File: config.mk
export PLATFORM = sky130hd
export DESIGN_NAME = mul_gate
export DESIGN_NICKNAME = d
export VERILOG_FILES = /design/src/rtl/mgate_pkg.sv /design/src/rtl/mgate_dpath.sv /design/src/rtl/mgate_ctrl.sv /design/src/rtl/mul_gate.sv
export SDC_FILE = /design/constraint.sdc
export NUM_CORES = 1
export LEC_CHECK = 0
export ABC_AREA = 0
export CAP_MARGIN = 10
export CORE_AREA = 2 2 99 172
export CTS_CLUSTER_SIZE = 8
export DETAILED_ROUTE_END_ITERATION = 6
export DIE_AREA = 0 0 101 174
export PLACE_DENSITY = 0.67
export SETUP_SLACK_MARGIN = 0.3
export SYNTH_ARGS = -nofsm -noshare
export SYNTH_HDL_FRONTEND = slang
export SYNTH_HIERARCHICAL = 1
export SYNTH_SLANG_ARGS = --single-unit
File: constraint.sdc
create_clock -name clk -period 7.2 [get_ports clk]
set_input_delay 0.72 -clock clk [delete_from_list [all_inputs] [get_ports clk]]
set_output_delay 0.72 -clock clk [all_outputs]
set_load 0.02 [all_outputs]
File: src/rtl/mgate_pkg.sv
package mgate_pkg;
  typedef enum logic [1:0] {
    OP_LOADA = 2'd0,
    OP_GO    = 2'd1,
    OP_RDLO  = 2'd2,
    OP_RDHI  = 2'd3
  } op_e;

  // strobes from control to datapath
  typedef struct packed {
    logic loadA;
    logic start;
    logic step;
  } strobe_t;
endpackage

File: src/rtl/mgate_dpath.sv
module mgate_dpath
  import mgate_pkg::*;
#(
  parameter int WIDTH = 32
) (
  input  logic             clk,
  input  logic             rst,
  input  strobe_t          strb,
  input  logic [WIDTH-1:0] reqData,
  output logic [WIDTH-1:0] prodLo,
  output logic [WIDTH-1:0] prodHi
);
  localparam int PW = 2 * WIDTH;

  logic [WIDTH-1:0] opA;
  logic [PW-1:0]    prod;
  logic [WIDTH:0]   sum;

  // one shift-and-add step: add A into the upper half when the multiplier bit is set
  always_comb begin
    sum = {1'b0, prod[PW-1:WIDTH]} + (prod[0] ? {1'b0, opA} : '0);
  end

  always_ff @(posedge clk) begin
    if (rst) begin
      opA  <= '0;
      prod <= '0;
    end else begin
      if (strb.loadA) opA <= reqData;
      if (strb.start)     prod <= {{WIDTH{1'b0}}, reqData};
      else if (strb.step) prod <= {sum, prod[WIDTH-1:1]};
    end
  end

  assign prodLo = prod[WIDTH-1:0];
  assign prodHi = prod[PW-1:WIDTH];
endmodule

File: src/rtl/mgate_ctrl.sv
module mgate_ctrl
  import mgate_pkg::*;
#(
  parameter int WIDTH = 32,
  parameter int TID_W = 2
) (
  input  logic             clk,
  input  logic             rst,
  input  logic             reqValid,
  input  logic [TID_W-1:0] reqTask,
  input  op_e              reqOp,
  output logic             respOk,
  output logic             respRetry,
  output logic             unitBusy,
  output logic [TID_W-1:0] ownerTag,
  output strobe_t          strb
);
  localparam int CNT_W = $clog2(WIDTH);
  localparam logic [CNT_W-1:0] LAST_STEP = CNT_W'(WIDTH - 1);

  typedef enum logic [1:0] {S_IDLE, S_SETUP, S_RUN, S_DONE} state_e;

  state_e           state, stateN;
  logic [TID_W-1:0] owner, ownerN;
  logic [CNT_W-1:0] cnt, cntN;
  logic             gotLo, gotHi, gotLoN, gotHiN;
  logic             mine, canStart, wantLo, wantHi;

  always_comb begin
    stateN    = state;
    ownerN    = owner;
    cntN      = cnt;
    gotLoN    = gotLo;
    gotHiN    = gotHi;
    strb      = '0;
    respOk    = 1'b0;
    respRetry = 1'b0;
    mine      = (state != S_IDLE) && (reqTask == owner);
    canStart  = (state == S_IDLE) || ((state == S_SETUP) && mine);
    wantLo    = (reqOp == OP_RDLO);
    wantHi    = (reqOp == OP_RDHI);

    if (state == S_RUN) begin
      strb.step = 1'b1;
      cntN      = cnt + 1'b1;
      if (cnt == LAST_STEP) begin
        stateN = S_DONE;
        gotLoN = 1'b0;
        gotHiN = 1'b0;
      end
    end

    if (reqValid) begin
      unique case (reqOp)
        OP_LOADA: if (canStart) begin
          respOk     = 1'b1;
          strb.loadA = 1'b1;
          ownerN     = reqTask;
          stateN     = S_SETUP;
        end
        OP_GO: if (canStart) begin
          respOk     = 1'b1;
          strb.start = 1'b1;
          ownerN     = reqTask;
          stateN     = S_RUN;
          cntN       = '0;
        end
        OP_RDLO, OP_RDHI: if (mine) begin
          if (state == S_RUN) begin
            respRetry = 1'b1;
          end else if (state == S_DONE) begin
            respOk = 1'b1;
            if (wantLo) gotLoN = 1'b1;
            if (wantHi) gotHiN = 1'b1;
            if ((wantLo || gotLo) && (wantHi || gotHi)) stateN = S_IDLE;
          end
        end
        default: ;
      endcase
    end
  end

  always_ff @(posedge clk) begin
    if (rst) begin
      state <= S_IDLE;
      owner <= '0;
      cnt   <= '0;
      gotLo <= 1'b0;
      gotHi <= 1'b0;
    end else begin
      state <= stateN;
      owner <= ownerN;
      cnt   <= cntN;
      gotLo <= gotLoN;
      gotHi <= gotHiN;
    end
  end

  assign unitBusy = (state != S_IDLE);
  assign ownerTag = owner;
endmodule

File: src/rtl/mul_gate.sv
module mul_gate
  import mgate_pkg::*;
#(
  parameter int TASKS = 4,
  parameter int WIDTH = 32,
  localparam int TID_W = $clog2(TASKS)
) (
  input  logic             clk,
  input  logic             rst,
  input  logic             reqValid,
  input  logic [TID_W-1:0] reqTask,
  input  logic [1:0]       reqOp,
  input  logic [WIDTH-1:0] reqData,
  output logic             respOk,
  output logic             respRetry,
  output logic [WIDTH-1:0] respData,
  output logic             unitBusy
);
  strobe_t          strb;
  logic [WIDTH-1:0] prodLo, prodHi;
  logic [TID_W-1:0] ownerTag;
  op_e              opCode;

  assign opCode = op_e'(reqOp);

  mgate_ctrl #(.WIDTH(WIDTH), .TID_W(TID_W)) u_ctrl (
    .clk(clk), .rst(rst), .reqValid(reqValid), .reqTask(reqTask), .reqOp(opCode),
    .respOk(respOk), .respRetry(respRetry), .unitBusy(unitBusy),
    .ownerTag(ownerTag), .strb(strb)
  );

  mgate_dpath #(.WIDTH(WIDTH)) u_dpath (
    .clk(clk), .rst(rst), .strb(strb), .reqData(reqData),
    .prodLo(prodLo), .prodHi(prodHi)
  );

  always_comb begin
    respData = '0;
    if (respOk && reqOp[1]) respData = (opCode == OP_RDHI) ? prodHi : prodLo;
  end
endmodule

==> out/summary.txt <==
DR iter-0 viols -> 312
Rel. slew slack -> 22.2%
overall routing resource usage -> 20.3%
drt drc -> 0
FFs w/ async S/R, synth -> 0%
Die Ht -> 174 µm
n_diodes -> 0
# setup viols final -> 0
Antenna Violating Nets Remaining -> 0
syn nets -> 901
Synth area leaders -> dfxtp_1 31%, mux2i_1 16%, nor2_1 9.9%
fin. max-slew vios -> 0
initial antenna violation count -> 0
CP startpoint -> reqTask[1]
die area -> 17600 µm²
Max-cap violations -> 0
Resized Gates After CTS -> 0
Synth top area share -> 31.4%
Row Count -> 62
Leak -> 3.10 nW
synth unique cells -> 69
TritonCTS sink count -> 107
via-per-instance ratio -> 5.59
reg2reg start -> u_ctrl/state[1]$_SDFF_PP0_
CP Launch Type -> primary input
largest area contributor in the netlist -> dfxtp_1
pin count of the biggest net entering global routing -> 74
outcome -> complete, no violations
Synth Warn # -> 6
Post-synth EDFFs -> 0
#FFs+latches synth -> 107
Detailed Routing Iterations Pass 1 -> 5
CTS root buf -> clkbuf_16
synthesized area per cell -> 8.25 µm²
final hold violation count -> 0
Setup Skew -> 0.00951 ns
min Tclk post-route -> 4.49 ns
number of global-route vias before repair -> 5827
Post-Syn Instances -> 827
clk_lat worst skew -> 0.35 ns
Clock Tree Buf Depth -> 2
port bufs -> 73
register area share after synthesis -> 31.4%
gpl congestion -> 0.900
TritonCTS clock tree -> yes
min-delay src -> u_dpath/opA[1]$_SDFFE_PP0P_
Critical Path RT -> 6.48 ns
Critical Path Fanout Max -> 32
critical path arrival -> 3.77 ns
layout cells sized above 1 -> 5.38%
cts hold-fix bufs -> 0
dpl hpwl -> 12900 µm
final worst-path cycle share -> 62.4%
count leader, synth -> nor2_1
Hold Path Class -> reg2reg
core area -> 16300 µm²
fin worst setup slack -> 2.71 ns
worst slew pin tran -> 1.16 ns
global-route wire length before repair -> 28600 µm
Tot Pwr -> 1.30 mW
RSZ-0062 raised after global routing -> no
pwr dens -> 164 nW/µm²
Post-CTS Setup Inserts -> 0
WHS -> 0.490 ns
Synth top cells by count -> 180 x nor2_1, 111 x mux2i_1, 107 x dfxtp_1, 67 x a21oi_1, 46 x nand2_1
Starting Density -> 41.9%
Post-synth top flop -> dfxtp_1
pre-CTS setup slack -> 2.71 ns
CP Capture Type -> output port
CTS H-tree depth -> 3
setup TNS -> 0 ns
Routed WL -> 17800 µm
area of the mapped netlist -> 6820 µm²
Area Overhead vs Synth -> 15.8%
die width -> 101 µm
# IOs -> 74
Max IR drop VDD -> 0.000114 V
fillcell total -> 1603
total CTS buffers -> 9
Clock Pin Slew Worst Setup and Hold Paths -> 0.07 ns
via count -> 5954
Fmax -> 223 MHz
critical path class -> in2out
wire length per cell -> 16.7 µm
fin nets -> 943
overflow left after global routing -> 0
## layout by cell type (no fill, tap or decap), drive strengths merged, types with 18 or more instances in the layout
cell / n
nor2: 180
mux2i: 111
dfxtp: 107
clkdlybuf4s50: 71
a21oi: 69
nand2: 46
and2: 37
ha: 34
o21ai: 34
xor2: 18
## worst max-delay path, cell delays in order
cell	delay, ns
clkdlybuf4s50_1	0.43
xor2_1	0.18
or2_4	0.29
or3_4	0.40
nand2_1	0.10
nand2_1	0.68
nor2_1	0.31
clkdlybuf4s50_1	0.66
## report_power, final
group          switching (mW)  total [mW]  internal [mW]  leakage (nW)
clock network           0.228       0.536          0.308         0.158
registers              0.0124       0.620          0.608         0.867
logic                  0.0777       0.139         0.0612          2.08
## flip-flops by register name, indices dropped and copies added (netlist names)
register,count
u_dpath/prod,64
u_dpath/opA,32
u_ctrl/cnt,5
u_ctrl/ownerTag,2
u_ctrl/state,2
u_ctrl/gotHi,1
u_ctrl/gotLo,1
## layout make-up
cell class | instances | area [µm²] | share of cell area [%]
Multi-Input combinational cell | 666 | 4400 | 55.7
Timing Repair Buffer | 81 | 781 | 9.88
Sequential cell | 107 | 2140 | 27.1
Clock buffer | 9 | 225 | 2.85
Tap cell | 192 | 240 | 3.04
Clock inverter | 6 | 97.6 | 1.23
Inverter | 4 | 15.0 | 0.190
## per-stage QoR
stage,util [%],cell area [µm²],instances
floorplan,-,6820,827
global placement,46.5,7580,1050
detailed placement,46.5,7580,1050
CTS,48.5,7900,1065
global route,48.5,7900,1065
finish,48.5,7900,1065
## logic make-up (layout without fill, tap and decap cells)
kind of cell    Yosys count  in the layout  synth area share (%)
simple gates            326            326                  21.8
compound gates          164            164                  15.6
fa+ha+maj                35             35                  6.53
buf+inv                  54            100                  4.46
mux                     112            112                  16.4
flops                   107            107                  31.4
xor+xnor                 29             29                  3.72
## metal layers
layer  vias up  GRT usage, %  routed length (µm)
met5         -             0                   0
met4         0          6.19                 299
met3        20          2.61                 602
met2       127          39.1                9840
met1      2821          22.3                7040
li1       2986             -                   -
## final timing paths
check	endpoint	slack [ns]	depth (start not counted)
worst min-delay path	u_dpath/opA[1]$_SDFFE_PP0P_	0.49	2
worst min register to register	u_dpath/opA[1]$_SDFFE_PP0P_	0.49	2
worst max-delay path	respData[8]	2.71	8
worst max register to register	u_dpath/prod[57]$_SDFFE_PP0P_	4.02	9
No activity file was read; power rests on OpenSTA's default activity.
